## src/rtl/dacw_pkg.sv

```systemverilog
package dacw_pkg;
  typedef enum logic [1:0] {
    MODE_RUN    = 2'b00,
    MODE_PD_1K  = 2'b01,
    MODE_PD_100K= 2'b10,
    MODE_PD_HIZ = 2'b11
  } dac_mode_e;

  typedef enum logic [2:0] {
    ST_IDLE, ST_SHIFT, ST_TAIL, ST_GAP, ST_WAKE
  } wr_state_e;
endpackage

```

## src/rtl/dacw_tick_gen.sv

```systemverilog
module dacw_tick_gen #(
  parameter int DIV = 2
) (
  input  logic clk,
  input  logic rst,
  input  logic run,
  output logic tick
);
  localparam int CW = (DIV < 2) ? 1 : $clog2(DIV);
  localparam logic [CW-1:0] TOP = CW'(DIV - 1);

  logic [CW-1:0] cnt;

  always_ff @(posedge clk) begin
    if (rst || !run)   cnt <= '0;
    else if (cnt == TOP) cnt <= '0;
    else               cnt <= cnt + 1'b1;
  end

  assign tick = run && (cnt == TOP);
endmodule

```

## src/rtl/dacw_shifter.sv

```systemverilog
module dacw_shifter #(
  parameter int FRAME_BITS = 24
) (
  input  logic                  clk,
  input  logic                  rst,
  input  logic                  load,
  input  logic [FRAME_BITS-1:0] frame,
  input  logic                  tick,
  input  logic                  active,
  output logic                  sclk,
  output logic                  din,
  output logic                  last_fall
);
  localparam int BW = $clog2(FRAME_BITS + 1);
  localparam logic [BW-1:0] LAST = BW'(FRAME_BITS - 1);

  logic [FRAME_BITS-1:0] shreg;
  logic [BW-1:0]         bcnt;

  always_ff @(posedge clk) begin
    if (rst) begin
      shreg <= '0;
      bcnt  <= '0;
      sclk  <= 1'b0;
      din   <= 1'b0;
    end else if (load) begin
      shreg <= frame;
      bcnt  <= '0;
      sclk  <= 1'b0;
    end else if (active && tick) begin
      if (!sclk) begin
        sclk  <= 1'b1;
        din   <= shreg[FRAME_BITS-1];
        shreg <= {shreg[FRAME_BITS-2:0], 1'b0};
      end else begin
        sclk <= 1'b0;
        bcnt <= bcnt + 1'b1;
      end
    end
  end

  assign last_fall = active && tick && sclk && (bcnt == LAST);
endmodule

```

## src/rtl/dacw_wake_timer.sv

```systemverilog
module dacw_wake_timer #(
  parameter int CYCLES = 250
) (
  input  logic clk,
  input  logic rst,
  input  logic start,
  output logic busy
);
  localparam int CW = $clog2(CYCLES + 1);
  localparam logic [CW-1:0] TOP = CW'(CYCLES - 1);

  logic [CW-1:0] cnt;

  always_ff @(posedge clk) begin
    if (rst) begin
      busy <= 1'b0;
      cnt  <= '0;
    end else if (start) begin
      busy <= 1'b1;
      cnt  <= '0;
    end else if (busy) begin
      cnt <= cnt + 1'b1;
      if (cnt == TOP) busy <= 1'b0;
    end
  end
endmodule

```

## src/rtl/dacw_ctrl.sv

```systemverilog
module dacw_ctrl #(
  parameter int CODE_W      = 16,
  parameter int MODE_W      = 2,
  parameter int FRAME_BITS  = 24,
  parameter int CLK_DIV     = 2,
  parameter int WAKE_CYCLES = 250
) (
  input  logic              clk,
  input  logic              rst,
  input  logic              req_valid,
  output logic              req_ready,
  input  logic [CODE_W-1:0] req_code,
  input  logic [MODE_W-1:0] req_mode,
  input  logic              req_keep,
  output logic              dac_sclk,
  output logic              dac_sync_n,
  output logic              dac_din,
  output logic [MODE_W-1:0] cur_mode,
  output logic              pd_flag,
  output logic              out_valid
);
  import dacw_pkg::*;

  localparam int PAD_W = FRAME_BITS - MODE_W - CODE_W;

  wr_state_e         state;
  logic [CODE_W-1:0] last_code;
  logic [MODE_W-1:0] pend_mode;
  logic              gap_cnt;
  logic              tick, last_fall, wake_start, wake_busy, accept, run;
  logic [CODE_W-1:0] sel_code;
  logic [FRAME_BITS-1:0] frame;

  assign req_ready = (state == ST_IDLE);
  assign accept    = req_ready && req_valid;
  assign sel_code  = req_keep ? last_code : req_code;
  assign frame     = {{PAD_W{1'b0}}, req_mode, sel_code};
  assign run       = (state == ST_SHIFT) || (state == ST_TAIL) || (state == ST_GAP);
  assign wake_start = (state == ST_GAP) && tick && gap_cnt &&
                      pd_flag == 1'b0 && out_valid == 1'b0;

  dacw_tick_gen #(.DIV(CLK_DIV)) u_tick (
    .clk(clk), .rst(rst), .run(run), .tick(tick)
  );

  dacw_shifter #(.FRAME_BITS(FRAME_BITS)) u_shift (
    .clk(clk), .rst(rst), .load(accept), .frame(frame), .tick(tick),
    .active(state == ST_SHIFT), .sclk(dac_sclk), .din(dac_din),
    .last_fall(last_fall)
  );

  dacw_wake_timer #(.CYCLES(WAKE_CYCLES)) u_wake (
    .clk(clk), .rst(rst), .start(wake_start), .busy(wake_busy)
  );

  always_ff @(posedge clk) begin
    if (rst) begin
      state      <= ST_IDLE;
      dac_sync_n <= 1'b1;
      last_code  <= '0;
      pend_mode  <= '0;
      gap_cnt    <= 1'b0;
      cur_mode   <= MODE_W'(MODE_RUN);
      pd_flag    <= 1'b0;
      out_valid  <= 1'b1;
    end else begin
      case (state)
        ST_IDLE: if (accept) begin
          dac_sync_n <= 1'b0;
          last_code  <= sel_code;
          pend_mode  <= req_mode;
          state      <= ST_SHIFT;
        end
        ST_SHIFT: if (last_fall) state <= ST_TAIL;
        ST_TAIL: if (tick) begin
          dac_sync_n <= 1'b1;
          cur_mode   <= pend_mode;
          pd_flag    <= (pend_mode != MODE_W'(MODE_RUN));
          if (pend_mode != MODE_W'(MODE_RUN)) out_valid <= 1'b0;
          gap_cnt    <= 1'b0;
          state      <= ST_GAP;
        end
        ST_GAP: if (tick) begin
          gap_cnt <= 1'b1;
          if (gap_cnt) state <= out_valid || pd_flag ? ST_IDLE : ST_WAKE;
        end
        ST_WAKE: if (!wake_busy && !wake_start) begin
          out_valid <= 1'b1;
          state     <= ST_IDLE;
        end
        default: state <= ST_IDLE;
      endcase
    end
  end
endmodule

```

## config.mk

```make
export PLATFORM = sky130hd
export DESIGN_NAME = dacw_ctrl
export DESIGN_NICKNAME = d
export VERILOG_FILES = /design/src/rtl/dacw_pkg.sv /design/src/rtl/dacw_tick_gen.sv /design/src/rtl/dacw_shifter.sv /design/src/rtl/dacw_wake_timer.sv /design/src/rtl/dacw_ctrl.sv
export SDC_FILE = /design/constraint.sdc
export NUM_CORES = 1
export LEC_CHECK = 0
export BUFFER_PORTS_ARGS = -buffer_cell sky130_fd_sc_hd__buf_2
export CAP_MARGIN = 20
export CORE_MARGIN = 2
export CORE_UTILIZATION = 58
export DETAILED_ROUTE_END_ITERATION = 10
export PLACE_DENSITY = 0.86
export SLEW_MARGIN = 20
export SYNTH_ARGS = -nofsm -noshare
export SYNTH_HDL_FRONTEND = slang
export SYNTH_SLANG_ARGS = --single-unit
```

## constraint.sdc

```tcl
create_clock -name clk -period 1.7 [get_ports clk]
set_input_delay 0.255 -clock clk [delete_from_list [all_inputs] [get_ports clk]]
set_output_delay 0.255 -clock clk [all_outputs]
set_load 0.03 [all_outputs]
```

### Yosys cells after proc, flatten, opt, wreduce, memory -nomap -nowiden

Cells that the tools add are included.

| word-level totals | value |
|---|---|
| flip-flop bits (word level) | 68 |
| bits of input ports | 22 |

| cells by class | value |
|---|---|
| $add $sub $neg | 3 |
| eq/ne operators | 14 |
| mux-type cells | 25 |
| bitwise logic cells | 4 |
| reductions and logical operators | 36 |

Operators by type and width:

| operator | number |
|---|---|
| $mux 18 | 3 |
| $mux 3 | 7 |
| $mux 16 | 1 |
| $pmux 3 s5 | 1 |
| $ne 2x2->1 const B | 6 |
| $logic_and 1x1->1 | 10 |
| $mux 1 | 10 |
| $reduce_and 2->1 | 5 |
| $reduce_bool 2->1 | 5 |
| $reduce_and 3->1 | 3 |
| $add 8x1->8 const B | 1 |
| $eq 8x8->1 const B | 1 |
| $eq 3x2->1 const B | 2 |
| $pmux 1 s2 | 3 |
| $reduce_and 6->1 | 1 |
| $reduce_or 2->1 | 3 |
| $add 5x1->5 const B | 1 |
| $eq 5x5->1 const B | 1 |
| $logic_or 1x1->1 | 4 |
| $ne 2x1->1 const B | 2 |
| $not 1->1 | 4 |
| $reduce_and 4->1 | 1 |
| $eq 3x1->1 const B | 1 |
| $eq 3x3->1 const B | 1 |
| 3 further kinds | 5 |

### Depth between registers and ports, before layout

| depth | value |
|---|---|
| depth in word-level cells | 12 |
| depth in mapped cells | 7 |

### Modules after synthesis

Synthesis repeated with hierarchy kept, for this count alone.

| second synthesis, totals | value |
|---|---|
| cell total of the unflattened synthesis | 342 |
| area total of the unflattened synthesis | 3,347.0 µm² |

Modules (own cells, without submodules):

| module | times used | cells each | area an instance (µm²) | sequential area each (µm²) |
|---|---|---|---|---|
| dacw_shifter | 1 | 170 | 1,609.0 | 620.6 |
| dacw_ctrl | 1 | 124 | 1,295.0 | 540.5 |
| dacw_wake_timer | 1 | 45 | 402.9 | 180.2 |
| dacw_tick_gen | 1 | 3 | 40.0 | 20.0 |

### Least setup slack after synthesis

No wires, ideal clock.

| timing | value |
|---|---|
| path type | reg2reg |
| start | reg u_shift.sclk |
| end | reg u_shift.bcnt[3] |
| setup time | 0.070 ns |
| data arrival time | 1.416 ns |
| data required time | 1.630 ns |
| setup slack | 0.214 ns |
| stages on the path, launching flop included | 5 |
| cells stage by stage | dfxtp_1 > inv_1 > clkbuf_1 > or4_1 > a21oi_1 |

| between the ends | value |
|---|---|
| longest elaborated chain between the ends | 1 |

Ends and longest elaborated chain:

| what | RTL line | text |
|---|---|---|
| start: declaration | dacw_shifter.sv:10 | `output logic sclk,` |
| start signal: assignment | dacw_shifter.sv:24 | `sclk <= 1'b0;` |
| start signal: assignment | dacw_shifter.sv:29 | `sclk <= 1'b0;` |
| start signal: assignment | dacw_shifter.sv:32 | `sclk <= 1'b1;` |
| $reduce_and 2->1 (no source line) | -- |  |
| end signal: assignment | dacw_shifter.sv:37 | `bcnt <= bcnt + 1'b1;` |
| end: declaration | dacw_shifter.sv:18 | `logic [BW-1:0] bcnt;` |

Every way passes these cells.
A chain may end at the register's enable or synchronous reset.

### Final worst setup path

| timing | value |
|---|---|
| start | reg state[1] |
| end | reg u_shift.shreg[3] |

| between the ends | value |
|---|---|
| longest elaborated chain between the ends | 7 |

Ends and longest elaborated chain:

| what | RTL line | text |
|---|---|---|
| start: declaration | dacw_ctrl.sv:26 | `wr_state_e state;` |
| start signal: assignment | dacw_ctrl.sv:85 | `if (gap_cnt) state <= out_valid \|\| pd_flag ? ST_IDLE : ST_WAKE;` |
| $eq 3x1->1 / $eq 3x2->1 (equally long branches) | dacw_ctrl.sv:38, dacw_ctrl.sv:48 |  |
| $logic_or 1x1->1 (2 in series) | dacw_ctrl.sv:38 | `assign run = (state == ST_SHIFT) \|\| (state == ST_TAIL) \|\| (state == ST_GAP);` |
| $logic_and 1x1->1 | dacw_tick_gen.sv:20 | `assign tick = run && (cnt == TOP);` |
| $logic_and 1x1->1 | dacw_shifter.sv:30 | `end else if (active && tick) begin` |
| $reduce_bool 2->1 (no source line) | -- |  |
| $reduce_and 2->1 (no source line) | -- |  |
| end signal: assignment | dacw_shifter.sv:27 | `shreg <= frame;` |
| end signal: assignment | dacw_shifter.sv:34 | `shreg <= {shreg[FRAME_BITS-2:0], 1'b0};` |
| end: declaration | dacw_shifter.sv:17 | `logic [FRAME_BITS-1:0] shreg;` |

Several ways; a longest one is shown, not always the timed one.

==> results.md <==
* Outcome: finished clean
* Area contributors post-synth: dfxtp_1 (45%), a21oi_1 (8.1%), o21ai_0 (4.6%), mux2_2 (4.1%), nand3_1 (4.0%)
* Total gr overflow at 0
* Setup Total Neg Slack at 0 ps
* CTS HTree Levels at 3
* Final Util at 69.0%
* Gr usage total at 24.0%
* Worst slew pin tran at roughly 400 ps
* Routability cong. at approximately 0.80
* Clock latency on the worst-skew pair at 340 ps
* Total die area at roughly 5800 um^2
* # hold bufs at CTS at 0
* Placed instance area at approximately 3300 um^2
* Cts bufs inserted at 9
* Count of different cell masters after synthesis at 40
* DR WL/cell at between 15 and 20 um
* Kind of critical path: flip-flop to flip-flop
* YS warnings at 0
* Largest family of logic cells by synthesized area: compound AO/OA/AOI/OAI gates
* # DRC at 0
* Synth Area in Compound Gates at 24.5%
* Cell taking the most area after synthesis: dfxtp_1
* Hold WC Path Type: primary input to flip-flop
* Tmin final at ~1500 ps
* Area grow syn2layout at 15.3%
* Final Hold Vio Count at 0
* CP max FO at 36
* Maxcap violations at 0
* Pwr/cell area at approximately 900 nW/um^2
* R2R depth at 4
* Post-synthesis instance total at about 340
* DRT Wirelength at between 6000 and 7000 um
* First-pass GRT wire length at between 10000 and 15000 um
* Via density at just over 6
* Io pins at 30
* CTS tree: done
* Final period util at ~91%
* Share of post-route cells with drive strength above 1 at between 20% and 30%
* Leak pwr at ~1.3 nW
* Die width at 76.3 um
* # clock sinks at between 60 and 70
* # port buffers at 29
* Sequential area share after synthesis at roughly 45%
* Die height at about 76 um
* # Post-CTS Setup Buffers at 0
* First-pass DRT Iterations at 5
* Xor and xnor area share after synthesis at ~1.2%
* RSZ-0062 raised after global routing: false
* Simple-Gate Fraction of Synth Area at approximately 15%
* Critical Path AT at roughly 1800 ps
* FFs w/ async S/R, synth at 0%
* Core Region at 5070 um^2
* # diodes at 0
* Clock Pin Slew Worst Setup and Hold Paths at ~70 ps
* WHS Path Cells at 3
* Cell with the most instances after synthesis: dfxtp_1
* FP Rows at 26
* Prevailing post-synth register cell: dfxtp_1
* Initial antenna violation count at 0
* Post-synth EDFFs at 0
* Max transition margin at between 70% and 80%
* Synth cell count leaders: dfxtp_1 (68), a21oi_1 (49), o21ai_0 (28)
* Fmax at roughly 0.65 GHz
* Post-DRT Antenna Nets at 0
* DR iter-0 viols at 224
* # nets final at 386
* CTS max path bufs at 2
* Req. time, crit path at 1920 ps
* Setup violations, final at 0
* Number of global-route vias before repair at approximately 2400
* Mapped Nets at between 300 and 400
* Initial core utilization at around 60%
* Hold slack at around 190 ps
* Mapped Area at roughly 3000 um^2
* Flip-flop and latch count after synthesis at 68
* Post-Place Worst Slack at about 170 ps
* Clock root cell: clkbuf_8
* Max Clock Skew at approximately 10 ps
* Pins Over Slew Limit at 0
* Synth Area per Inst at 9.06 um^2
* DP HPWL at roughly 4300 um
* Kind of end point of the critical path: flip-flop
* Post-route cell area at approximately 3500 um^2
* Via count at 2680
* Worst VDD drop at around 0.00071 V
* CP Launch Type: flip-flop
* Yosys top cell area share at between 40% and 50%
* Synth Area in Adders at 1.24%
* Final WS setup at around 160 ps
* Mux cell area share after synthesis at approximately 6.7%
* Post-CTS resize count at 0
* Largest net degree at the start of global routing at between 40 and 50
path summary, 6_finish.rpt:
| path | startpoint | endpoint | slack (ps) |
|---|---|---|---|
| worst max register to register | state[1]$_SDFFE_PP0P_ | u_shift.shreg[3]$_SDFFE_PP0P_ | 160 |
| worst min-delay path | req_code[1] | last_code[1]$_SDFFE_PP0P_ | 190 |
| worst min register to register | u_shift.shreg[20]$_SDFFE_PP0P_ | u_shift.shreg[21]$_SDFFE_PP0P_ | 460 |
| worst max-delay path | state[1]$_SDFFE_PP0P_ | u_shift.shreg[3]$_SDFFE_PP0P_ | 160 |
area by class of cell:
cell class | count | area [um^2]
Timing Repair Buffer | 48 | 350
Multi-Input combinational cell | 228 | 1490
Clock buffer | 13 | 169
Inverter | 6 | 22.5
Sequential cell | 68 | 1360
Tap cell | 70 | 87.6
Clock inverter | 3 | 20.0
Fill cell | 410 | 1570
state kept, by name, indices dropped and copies added (netlist names), 2 cells and up:
name / flops
pend_mode: 2
u_shift.shreg: 24
state: 3
u_shift.bcnt: 5
cur_mode: 2
u_wake.cnt: 8
last_code: 16
power by group:
group | switching, mW | internal (mW) | total (mW)
Combinational | 0.170 | 0.133 | 0.303
Sequential | 0.0316 | 1.65 | 1.68
Clock | 0.584 | 0.647 | 1.23
Total | 0.786 | 2.43 | 3.21
per-stage QoR:
stage | std cells | total power, mW
after CTS | 436 | 3.23
after global placement | 420 | 2.00
after detailed placement | 420 | 2.01
after floorplan | 335 | 1.91
final | 436 | 3.21
after global routing | 436 | 3.36
per-layer routing:
| metal | global-route usage [%] | up-vias | share of wire, % |
|---|---|---|---|
| met5 | 0 | - | 0 |
| met4 | 10.4 | 0 | 1.3 |
| met3 | 4.98 | 9 | 4.3 |
| met2 | 38.6 | 63 | 48 |
| met1 | 31.4 | 1298 | 46 |
| li1 | - | 1310 | - |
worst max-delay path, cell delays in order (launching register included):
cell and delay [ps]:
dfxtp_1 350, nand4bb_1 250, buf_12 200, or4_1 480
o311a_1 130
cell families after synthesis:
kind of cell	after synthesis
AOI/OAI and AO/OA	121
and+or+nand+nor	81
DFF	68
buffers and inverters	39
muxes	19
xor gates and xnor gates	4
adders and majority gates	3
layout by cell type (no fill, tap or decap), types with 2 or more instances in the layout:
cell type	n
a211oi_1	2
buf_12	5
or4_1	7
xor2_1	3
and4bb_2	2
nand3_1	24
buf_4	14
nand4_1	4
or3_1	4
o211ai_1	12
a32oi_1	10
o21a_1	6
a21oi_1	49
dfxtp_1	68
nand2_1	14
inv_1	6
nor4_1	2
nor2_1	11
o31ai_1	4
and2_1	2
mux2i_1	8
buf_2	29
a31oi_1	2
nor3_1	2
clkbuf_8	12
mux2_2	11
o21ai_0	28
nand2b_1	2
o311a_1	5
ha_1	3
nor4b_1	2
clkinvlp_4	2
Power figures use the tool's default switching activity.
